[src/rtl/trc_pkg.sv]
package trc_pkg;
  localparam int unsigned LINE_W = 64;
  localparam int unsigned HALF_W = LINE_W / 2;
  localparam int unsigned INFO_W = 7;
  localparam int unsigned DATA_W = 16;

  typedef enum logic [1:0] {
    SEL_A    = 2'b00,
    SEL_B    = 2'b01,
    SEL_BOTH = 2'b10,
    SEL_ALT  = 2'b11
  } src_sel_e;

  // Detail data field: a byte access lands in the low byte and the high byte is zeroed.
  function automatic logic [DATA_W-1:0] data_field(input logic [DATA_W-1:0] d, input logic word);
    data_field = word ? d : {8'h00, d[7:0]};
  endfunction
endpackage

[src/rtl/trc_rec_fmt.sv]
module trc_rec_fmt
  import trc_pkg::*;
#(
  parameter int unsigned A_ADDR_W = 24,
  parameter int unsigned B_ADDR_W = 16
) (
  input  logic [INFO_W-1:0]   a_info_i,
  input  logic [A_ADDR_W-1:0] a_cof_addr_i,
  input  logic [INFO_W-1:0]   b_info_i,
  input  logic [B_ADDR_W-1:0] b_cof_addr_i,
  input  logic [A_ADDR_W-1:0] a_acc_addr_i,
  input  logic [DATA_W-1:0]   a_acc_data_i,
  input  logic                a_acc_word_i,
  input  logic                a_acc_wr_i,
  input  logic [B_ADDR_W-1:0] b_acc_addr_i,
  input  logic [DATA_W-1:0]   b_acc_data_i,
  input  logic                b_acc_word_i,
  input  logic                b_acc_wr_i,
  output logic [HALF_W-1:0]   a_half_o,
  output logic [HALF_W-1:0]   b_half_o,
  output logic [LINE_W-1:0]   a_det_o,
  output logic [LINE_W-1:0]   b_det_o
);
  logic [23:0] a_cof_x, a_acc_x;
  logic [15:0] b_cof_x, b_acc_x;

  always_comb begin
    a_cof_x  = 24'(a_cof_addr_i);
    a_acc_x  = 24'(a_acc_addr_i);
    b_cof_x  = 16'(b_cof_addr_i);
    b_acc_x  = 16'(b_acc_addr_i);
    a_half_o = {1'b1, a_info_i, a_cof_x};
    b_half_o = {1'b1, b_info_i, 8'h00, b_cof_x};
    a_det_o  = {1'b1, 1'b0, a_acc_wr_i, a_acc_word_i, 4'h0, a_acc_x,
                data_field(a_acc_data_i, a_acc_word_i), 16'h0000};
    b_det_o  = {1'b1, 1'b1, b_acc_wr_i, b_acc_word_i, 4'h0, 24'h000000,
                data_field(b_acc_data_i, b_acc_word_i), b_acc_x};
  end
endmodule

[src/rtl/trc_line_ctl.sv]
module trc_line_ctl
  import trc_pkg::*;
#(
  parameter int unsigned DEPTH = 64,
  localparam int unsigned IDX_W = $clog2(DEPTH),
  localparam int unsigned CNT_W = IDX_W + 1
) (
  input  logic              clk_i,
  input  logic              rst_ni,
  input  logic              rec_vld_i,
  input  logic              pair_mode_i,
  input  logic [HALF_W-1:0] rec_half_i,
  input  logic [LINE_W-1:0] line_i,
  output logic              wr_en_o,
  output logic [IDX_W-1:0]  wr_idx_o,
  output logic [LINE_W-1:0] wr_data_o,
  output logic [CNT_W-1:0]  cnt_o,
  output logic              wrap_o
);
  logic [CNT_W-1:0]  cnt_q, cnt_d;
  logic [HALF_W-1:0] hold_q, hold_d;
  logic              wr_en_q, wr_en_d, wrap_q, wrap_d;
  logic [IDX_W-1:0]  wr_idx_q, wr_idx_d, idx_cur, idx_nxt;
  logic [LINE_W-1:0] wr_data_q, wr_data_d;
  logic              data_ce;

  always_comb begin
    idx_cur   = cnt_q[CNT_W-1:1];
    idx_nxt   = (idx_cur == IDX_W'(DEPTH - 1)) ? '0 : idx_cur + 1'b1;
    cnt_d     = cnt_q;
    hold_d    = hold_q;
    wr_en_d   = 1'b0;
    wr_idx_d  = wr_idx_q;
    wr_data_d = wr_data_q;
    if (rec_vld_i) begin
      if (pair_mode_i && !cnt_q[0]) begin
        hold_d = rec_half_i;
        cnt_d  = cnt_q + 1'b1;
      end else begin
        wr_en_d   = 1'b1;
        wr_idx_d  = idx_cur;
        wr_data_d = pair_mode_i ? {rec_half_i, hold_q} : line_i;
        cnt_d     = {idx_nxt, 1'b0};
      end
    end
    wrap_d  = wrap_q | (wr_en_d && (idx_cur == IDX_W'(DEPTH - 1)));
    data_ce = wr_en_d;
  end

  always_ff @(posedge clk_i or negedge rst_ni) begin
    if (!rst_ni) begin
      cnt_q   <= '0;
      hold_q  <= '0;
      wr_en_q <= 1'b0;
      wrap_q  <= 1'b0;
    end else begin
      cnt_q   <= cnt_d;
      hold_q  <= hold_d;
      wr_en_q <= wr_en_d;
      wrap_q  <= wrap_d;
    end
  end

  always_ff @(posedge clk_i or negedge rst_ni) begin
    if (!rst_ni) begin
      wr_idx_q  <= '0;
      wr_data_q <= '0;
    end else if (data_ce) begin
      wr_idx_q  <= wr_idx_d;
      wr_data_q <= wr_data_d;
    end
  end

  assign wr_en_o   = wr_en_q;
  assign wr_idx_o  = wr_idx_q;
  assign wr_data_o = wr_data_q;
  assign cnt_o     = cnt_q;
  assign wrap_o    = wrap_q;

  // after any line write no half line is pending
  p_lsb_clear_r4: assert property (@(posedge clk_i) disable iff (!rst_ni)
    wr_en_q |-> !cnt_q[0]);
  // the live index sits one past the index just written
  p_idx_follow_r4: assert property (@(posedge clk_i) disable iff (!rst_ni)
    wr_en_q |-> (cnt_q[CNT_W-1:1] ==
                 ((wr_idx_q == IDX_W'(DEPTH - 1)) ? '0 : wr_idx_q + 1'b1)));
  // wrap flag is sticky
  p_wrap_sticky_r10: assert property (@(posedge clk_i) disable iff (!rst_ni)
    wrap_q |=> wrap_q);
  // a write only follows a traced event
  p_wr_cause_r11: assert property (@(posedge clk_i) disable iff (!rst_ni)
    wr_en_q |-> $past(rec_vld_i));
endmodule

[src/rtl/dual_trace_packer.sv]
module dual_trace_packer
  import trc_pkg::*;
#(
  parameter int unsigned DEPTH    = 64,
  parameter int unsigned A_ADDR_W = 24,
  parameter int unsigned B_ADDR_W = 16,
  localparam int unsigned IDX_W   = $clog2(DEPTH),
  localparam int unsigned CNT_W   = IDX_W + 1
) (
  input  logic                clk_i,
  input  logic                rst_ni,
  input  logic [1:0]          src_sel_i,
  input  logic                detail_i,
  input  logic                a_cof_i,
  input  logic [A_ADDR_W-1:0] a_cof_addr_i,
  input  logic [INFO_W-1:0]   a_info_i,
  input  logic                b_cof_i,
  input  logic [B_ADDR_W-1:0] b_cof_addr_i,
  input  logic [INFO_W-1:0]   b_info_i,
  input  logic                a_acc_i,
  input  logic [A_ADDR_W-1:0] a_acc_addr_i,
  input  logic [DATA_W-1:0]   a_acc_data_i,
  input  logic                a_acc_word_i,
  input  logic                a_acc_wr_i,
  input  logic                b_acc_i,
  input  logic [B_ADDR_W-1:0] b_acc_addr_i,
  input  logic [DATA_W-1:0]   b_acc_data_i,
  input  logic                b_acc_word_i,
  input  logic                b_acc_wr_i,
  output logic                wr_en_o,
  output logic [IDX_W-1:0]    wr_idx_o,
  output logic [LINE_W-1:0]   wr_data_o,
  output logic [CNT_W-1:0]    entry_cnt_o,
  output logic                wrapped_o
);
  logic [1:0]        rst_sync_q;
  logic              rst_n;
  src_sel_e          sel;
  logic              sel_both, pair_mode, rec_vld, use_a;
  logic [HALF_W-1:0] a_half, b_half, rec_half;
  logic [LINE_W-1:0] a_det, b_det, line;

  always_ff @(posedge clk_i or negedge rst_ni) begin
    if (!rst_ni) rst_sync_q <= 2'b00;
    else         rst_sync_q <= {rst_sync_q[0], 1'b1};
  end
  assign rst_n = rst_sync_q[1];

  trc_rec_fmt #(.A_ADDR_W(A_ADDR_W), .B_ADDR_W(B_ADDR_W)) u_fmt (
    .a_info_i(a_info_i), .a_cof_addr_i(a_cof_addr_i),
    .b_info_i(b_info_i), .b_cof_addr_i(b_cof_addr_i),
    .a_acc_addr_i(a_acc_addr_i), .a_acc_data_i(a_acc_data_i),
    .a_acc_word_i(a_acc_word_i), .a_acc_wr_i(a_acc_wr_i),
    .b_acc_addr_i(b_acc_addr_i), .b_acc_data_i(b_acc_data_i),
    .b_acc_word_i(b_acc_word_i), .b_acc_wr_i(b_acc_wr_i),
    .a_half_o(a_half), .b_half_o(b_half), .a_det_o(a_det), .b_det_o(b_det)
  );

  always_comb begin
    sel       = src_sel_e'(src_sel_i);
    sel_both  = (sel == SEL_BOTH) || (sel == SEL_ALT);
    pair_mode = !detail_i && !sel_both;
    use_a     = (sel == SEL_A) || (sel_both && a_acc_i);
    if (detail_i) begin
      rec_vld = sel_both ? (a_acc_i | b_acc_i) : ((sel == SEL_A) ? a_acc_i : b_acc_i);
      line    = use_a ? a_det : b_det;
    end else begin
      rec_vld = sel_both ? (a_cof_i | b_cof_i) : ((sel == SEL_A) ? a_cof_i : b_cof_i);
      line    = {(a_cof_i ? a_half : '0), (b_cof_i ? b_half : '0)};
    end
    rec_half = (sel == SEL_A) ? a_half : b_half;
  end

  trc_line_ctl #(.DEPTH(DEPTH)) u_ctl (
    .clk_i(clk_i), .rst_ni(rst_n), .rec_vld_i(rec_vld), .pair_mode_i(pair_mode),
    .rec_half_i(rec_half), .line_i(line), .wr_en_o(wr_en_o), .wr_idx_o(wr_idx_o),
    .wr_data_o(wr_data_o), .cnt_o(entry_cnt_o), .wrap_o(wrapped_o)
  );

  // a shared line never carries two invalid halves
  p_one_half_valid_r5: assert property (@(posedge clk_i) disable iff (!rst_n)
    (wr_en_o && !$past(detail_i) && $past(src_sel_i[1])) |-> (wr_data_o[63] | wr_data_o[31]));
  // byte accesses leave the high data byte zero
  p_byte_hi_zero_r7: assert property (@(posedge clk_i) disable iff (!rst_n)
    (wr_en_o && $past(detail_i) && !wr_data_o[60]) |-> (wr_data_o[31:24] == 8'h00));
  // every detail line carries a set valid bit
  p_det_valid_r6: assert property (@(posedge clk_i) disable iff (!rst_n)
    (wr_en_o && $past(detail_i)) |-> wr_data_o[63]);
endmodule

[config.mk]
export PLATFORM = sky130hd
export DESIGN_NAME = dual_trace_packer
export DESIGN_NICKNAME = d
export VERILOG_FILES = /design/src/rtl/trc_pkg.sv /design/src/rtl/trc_rec_fmt.sv /design/src/rtl/trc_line_ctl.sv /design/src/rtl/dual_trace_packer.sv
export SDC_FILE = /design/constraint.sdc
export NUM_CORES = 1
export LEC_CHECK = 0
export BUFFER_PORTS_ARGS = -buffer_cell sky130_fd_sc_hd__buf_4
export CORE_ASPECT_RATIO = 2
export CORE_MARGIN = 3
export CORE_UTILIZATION = 50
export DETAILED_ROUTE_END_ITERATION = 16
export PLACE_DENSITY = 0.81
export SETUP_SLACK_MARGIN = 0.3
export SLEW_MARGIN = 20
export SYNTH_ARGS = -nofsm -noshare
export SYNTH_HDL_FRONTEND = slang
export SYNTH_SLANG_ARGS = --single-unit
export TNS_END_PERCENT = 30
[constraint.sdc]
create_clock -name clk_i -period 4 [get_ports clk_i]
set_input_delay 0.4 -clock clk_i [delete_from_list [all_inputs] [get_ports clk_i]]
set_output_delay 0.4 -clock clk_i [all_outputs]
set_load 0.01 [all_outputs]
==> out/results.tsv <==
stage	metric	value	unit
setup_path	worst r2r path cells	5	
synthesis	Synth Cell Area	5956	um2
layout	commonest non-fill, non-tap cells in the layout	buf_4, nand2_1, dfrtp_1	
setup_path	CP max-delay cell	inv_2	
drt	Detail Route Antenna Nets	0	
synthesis	number of synthesized flops with an enable pin	0	
synthesis	Yosys cell types	45	
floorplan	Die ar.	13340	um2
synthesis	Yosys reg bits	113	
timing	final setup margin	1.426	ns
setup_path	Req. time, crit path	4.30	ns
layout	most common cell after layout, fill and taps aside	buf_4	
setup_path	crit path launch type	primary input	
place	Final GP Congestion	0.9602	
drt	DRC viols	0	
place	dpl ws	1.073	ns
place	placed wire-length estimate	15630	um
floorplan	die height	160.3	um
place	input/output buffers	217	
timing	Final setup violation count	0	
cts	CTS Sinks	113	
min_path	Hold WC Path Type	primary input to flip-flop	
place	Post-DP Area	7562	um2
setup_path	WS Path Type	primary input to flip-flop	
timing	Final Cycle Share	0.6434	
pwr	combinational power share	0.277	
setup_path	critical path's largest stage delay	0.53	ns
synthesis	Net Count, Synth	836	
cts	H-tree Lvls	4	
pwr	pwr dens	536.6	nW/um2
timing	worst-margin pin slew	1.118	ns
synthesis	ys async rst share	1.000	
layout	Nets	1018	
grt	vias in the first global route	6561	
timing	fmax	388.6	MHz
pwr	Int Pwr	2.947	mW
drt	via count of the routed design	6432	
drt	DRT Pass-1 Iters	9	
timing	Final Hold Vio Count	0	
timing	clock skew	0.004159	ns
drt	Via density	6.233	
layout	layout cells sized above 1	0.3112	
setup_path	worst path cell trace	buf_4 -> mux2i_1 -> o22ai_4 -> nand2_4 -> inv_2 -> o221ai_1 -> o21a_1	
status	status	finished, final reports clean	
place	Placed Cells	999	
grt	Remaining Overflow, GRT	0	
layout	area grow syn2layout	37.14	%
grt	first-pass GRT wire length	33990	um
cts	Num CTS Buffers	17	
pwr	Seq pwr share	0.378	
drt	WL/cell	21.34	um
setup_path	crit end category	flip-flop	
floorplan	Chip Width	83.18	um
synthesis	Synth Warn #	0	
run	Max-Cap Viols	0	
pwr	peak supply drop	339.2	uV
pwr	NetSw	1.436	mW
pwr	LEAKAGE	3.856	nW
timing	Pins Over Slew Limit	0	
pwr	Switching Fraction	0.3277	
synthesis	register area share after synthesis	0.4748	
setup_path	CP startpoint	detail_i	
floorplan	Initial Utilization	0.5182	
timing	Tmin final	2.574	ns
grt	largest net degree at the start of global routing	76	
drt	WL final	22020	um
cts	CTS tree	done	
layout	Core Util, Final	0.7107	
synthesis	Post-Syn Area per Cell	8.569	um2
setup_path	WP data arrival	2.88	ns
setup_path	Max FO, Critical Path	62	
cts	Clk Latency, worst-skew pair	0.41	ns
synthesis	Mapped Cells	695	
floorplan	# IOs	218	
setup_path	reg2reg end	u_ctl.hold_q[9]	
timing	sum of negative setup slack	0	ns
setup_path	Worst Setup EP	u_ctl.wr_data_o[62]	
timing	max_slew headroom	0.2526	
setup_path	flop2flop setup slack	1.81	ns
layout	# diodes	0	
synthesis	ys flop type	dfrtp_1	
timing	RSZ-0062 raised after global routing	no	
grt	initial antenna violation count	0	
layout	Non-Filler Instances	1032	
cts	setup bufs post-CTS	0	
floorplan	Core Box Area	11490	um2
layout	design area	8168	um2
drt	DRT iter0 DRCs	457	
cts	CTS Root Cell	clkbuf_16	
setup_path	reg2reg start	u_ctl.cnt_o[0]	
cts	Worst-path clk slew	0.06	ns
pwr	clock share of power	0.345	
cts	Clock Tree Buf Depth	2	
floorplan	site row count	55	
grt	gr usage total	0.3242	
[layer usage]
metal / track usage / vias up / wire (um)
li1: - / 2853 / -
met1: 0.3483 / 3050 / 7167
met2: 0.5782 / 435 / 11580
met3: 0.05493 / 94 / 1875
met4: 0.2076 / 0 / 1401
met5: 0 / - / 0
[critical path: cells and delay by family]
family                 cells  cell delay [ns]
AOI/OAI and AO/OA          3             0.76
buffers and inverters      2             1.05
muxes                      1             0.27
and+or+nand+nor            1             0.34
[repair_timing]
action	4_1_cts	5_1_grt
endpoints found under the hold margin	2	0
gates resized for setup	0	0
hold buffers	1	0
[layout make-up]
class	count	area (um2)
Fill cell	918	3324
Timing Repair Buffer	225	1704
Tap cell	142	177.7
Inverter	4	15.01
Sequential cell	113	2831
Multi-Input combinational cell	516	2849
Clock inverter	12	133.9
Clock buffer	20	456.7
[worst min path at each step]
stage	start	to	slack (ns)	cells after the start
3_3_place_gp	rst_ni	rst_sync_q[0]	0.18	1
4_1_cts	a_cof_addr_i[19]	u_ctl.hold_q[19]	0.22	3
5_1_grt	a_cof_addr_i[19]	u_ctl.hold_q[19]	0.23	3
3_5_place_dp	rst_ni	rst_sync_q[0]	0.18	1
2_1_floorplan	rst_ni	rst_sync_q[0]	0.10	0
6_report	a_cof_addr_i[19]	u_ctl.hold_q[19]	0.23	3
[synthesized netlist by cell type, types with 2 or more instances]
cell / number / area share
a21o_1: 2 / 0.0025
mux2_2: 8 / 0.015
nand2_1: 147 / 0.093
o22ai_1: 2 / 0.0021
o31ai_1: 25 / 0.032
a31oi_1: 40 / 0.042
nor2b_1: 3 / 0.0032
o21ai_1: 2 / 0.0017
and3_1: 19 / 0.020
dfrtp_1: 113 / 0.47
nand2b_1: 19 / 0.020
a311oi_1: 2 / 0.0029
a221oi_1: 38 / 0.056
buf_2: 28 / 0.024
nand3_1: 37 / 0.031
a21oi_1: 47 / 0.039
nor2_1: 56 / 0.035
clkbuf_1: 28 / 0.018
inv_1: 3 / 0.0019
o21ai_0: 42 / 0.035
mux2i_1: 5 / 0.0084
or2_2: 2 / 0.0021
buf_6: 2 / 0.0038
ha_1: 2 / 0.0042
buf_1: 3 / 0.0019
[power by group through the flow]
stage / Sequential (mW) / Clock, mW / Combinational [mW]
2_1_floorplan: 1.70 / 0 / 0.533
3_3_place_gp: 1.66 / 0 / 1.17
3_5_place_dp: 1.66 / 0 / 1.20
4_1_cts: 1.65 / 1.52 / 1.21
5_1_grt: 1.69 / 1.57 / 1.32
6_report: 1.66 / 1.51 / 1.21
[state kept, by name (all words and copies together), names as in the netlist]
| signal | count |
|---|---|
| rst_sync_q | 2 |
| u_ctl.cnt_o | 7 |
| u_ctl.hold_q | 32 |
| u_ctl.wr_data_o | 64 |
| u_ctl.wr_en_o | 1 |
| u_ctl.wr_idx_o | 6 |
| u_ctl.wrap_o | 1 |
[cell families (layout without fill, tap and decap cells)]
group / count (synthesis) / count (layout) / synth area share
flip-flops: 113 / 113 / 0.4748
XOR/XNOR: 2 / 2 / 0.002942
adder cells (fa/ha/maj): 2 / 2 / 0.004201
multiplexers: 13 / 13 / 0.02353
AND/OR/NAND/NOR: 289 / 289 / 0.2128
AO/OA/AOI/OAI: 209 / 209 / 0.2305
buffers and inverters: 66 / 261 / 0.05063
other: 1 / 1 / 0.0006296
[metrics by stage]
| stage | hold WS (ns) | total power [mW] |
|---|---|---|
| final | 0.2287 | 4.383 |
| after global routing | 0.2323 | 4.574 |
| after CTS | 0.2171 | 4.385 |
| after detailed placement | 0.1843 | 2.868 |
| after global placement | 0.1835 | 2.831 |
| after floorplan | 0.1044 | 2.235 |
Note: power is estimated with default switching activity, not from simulation.
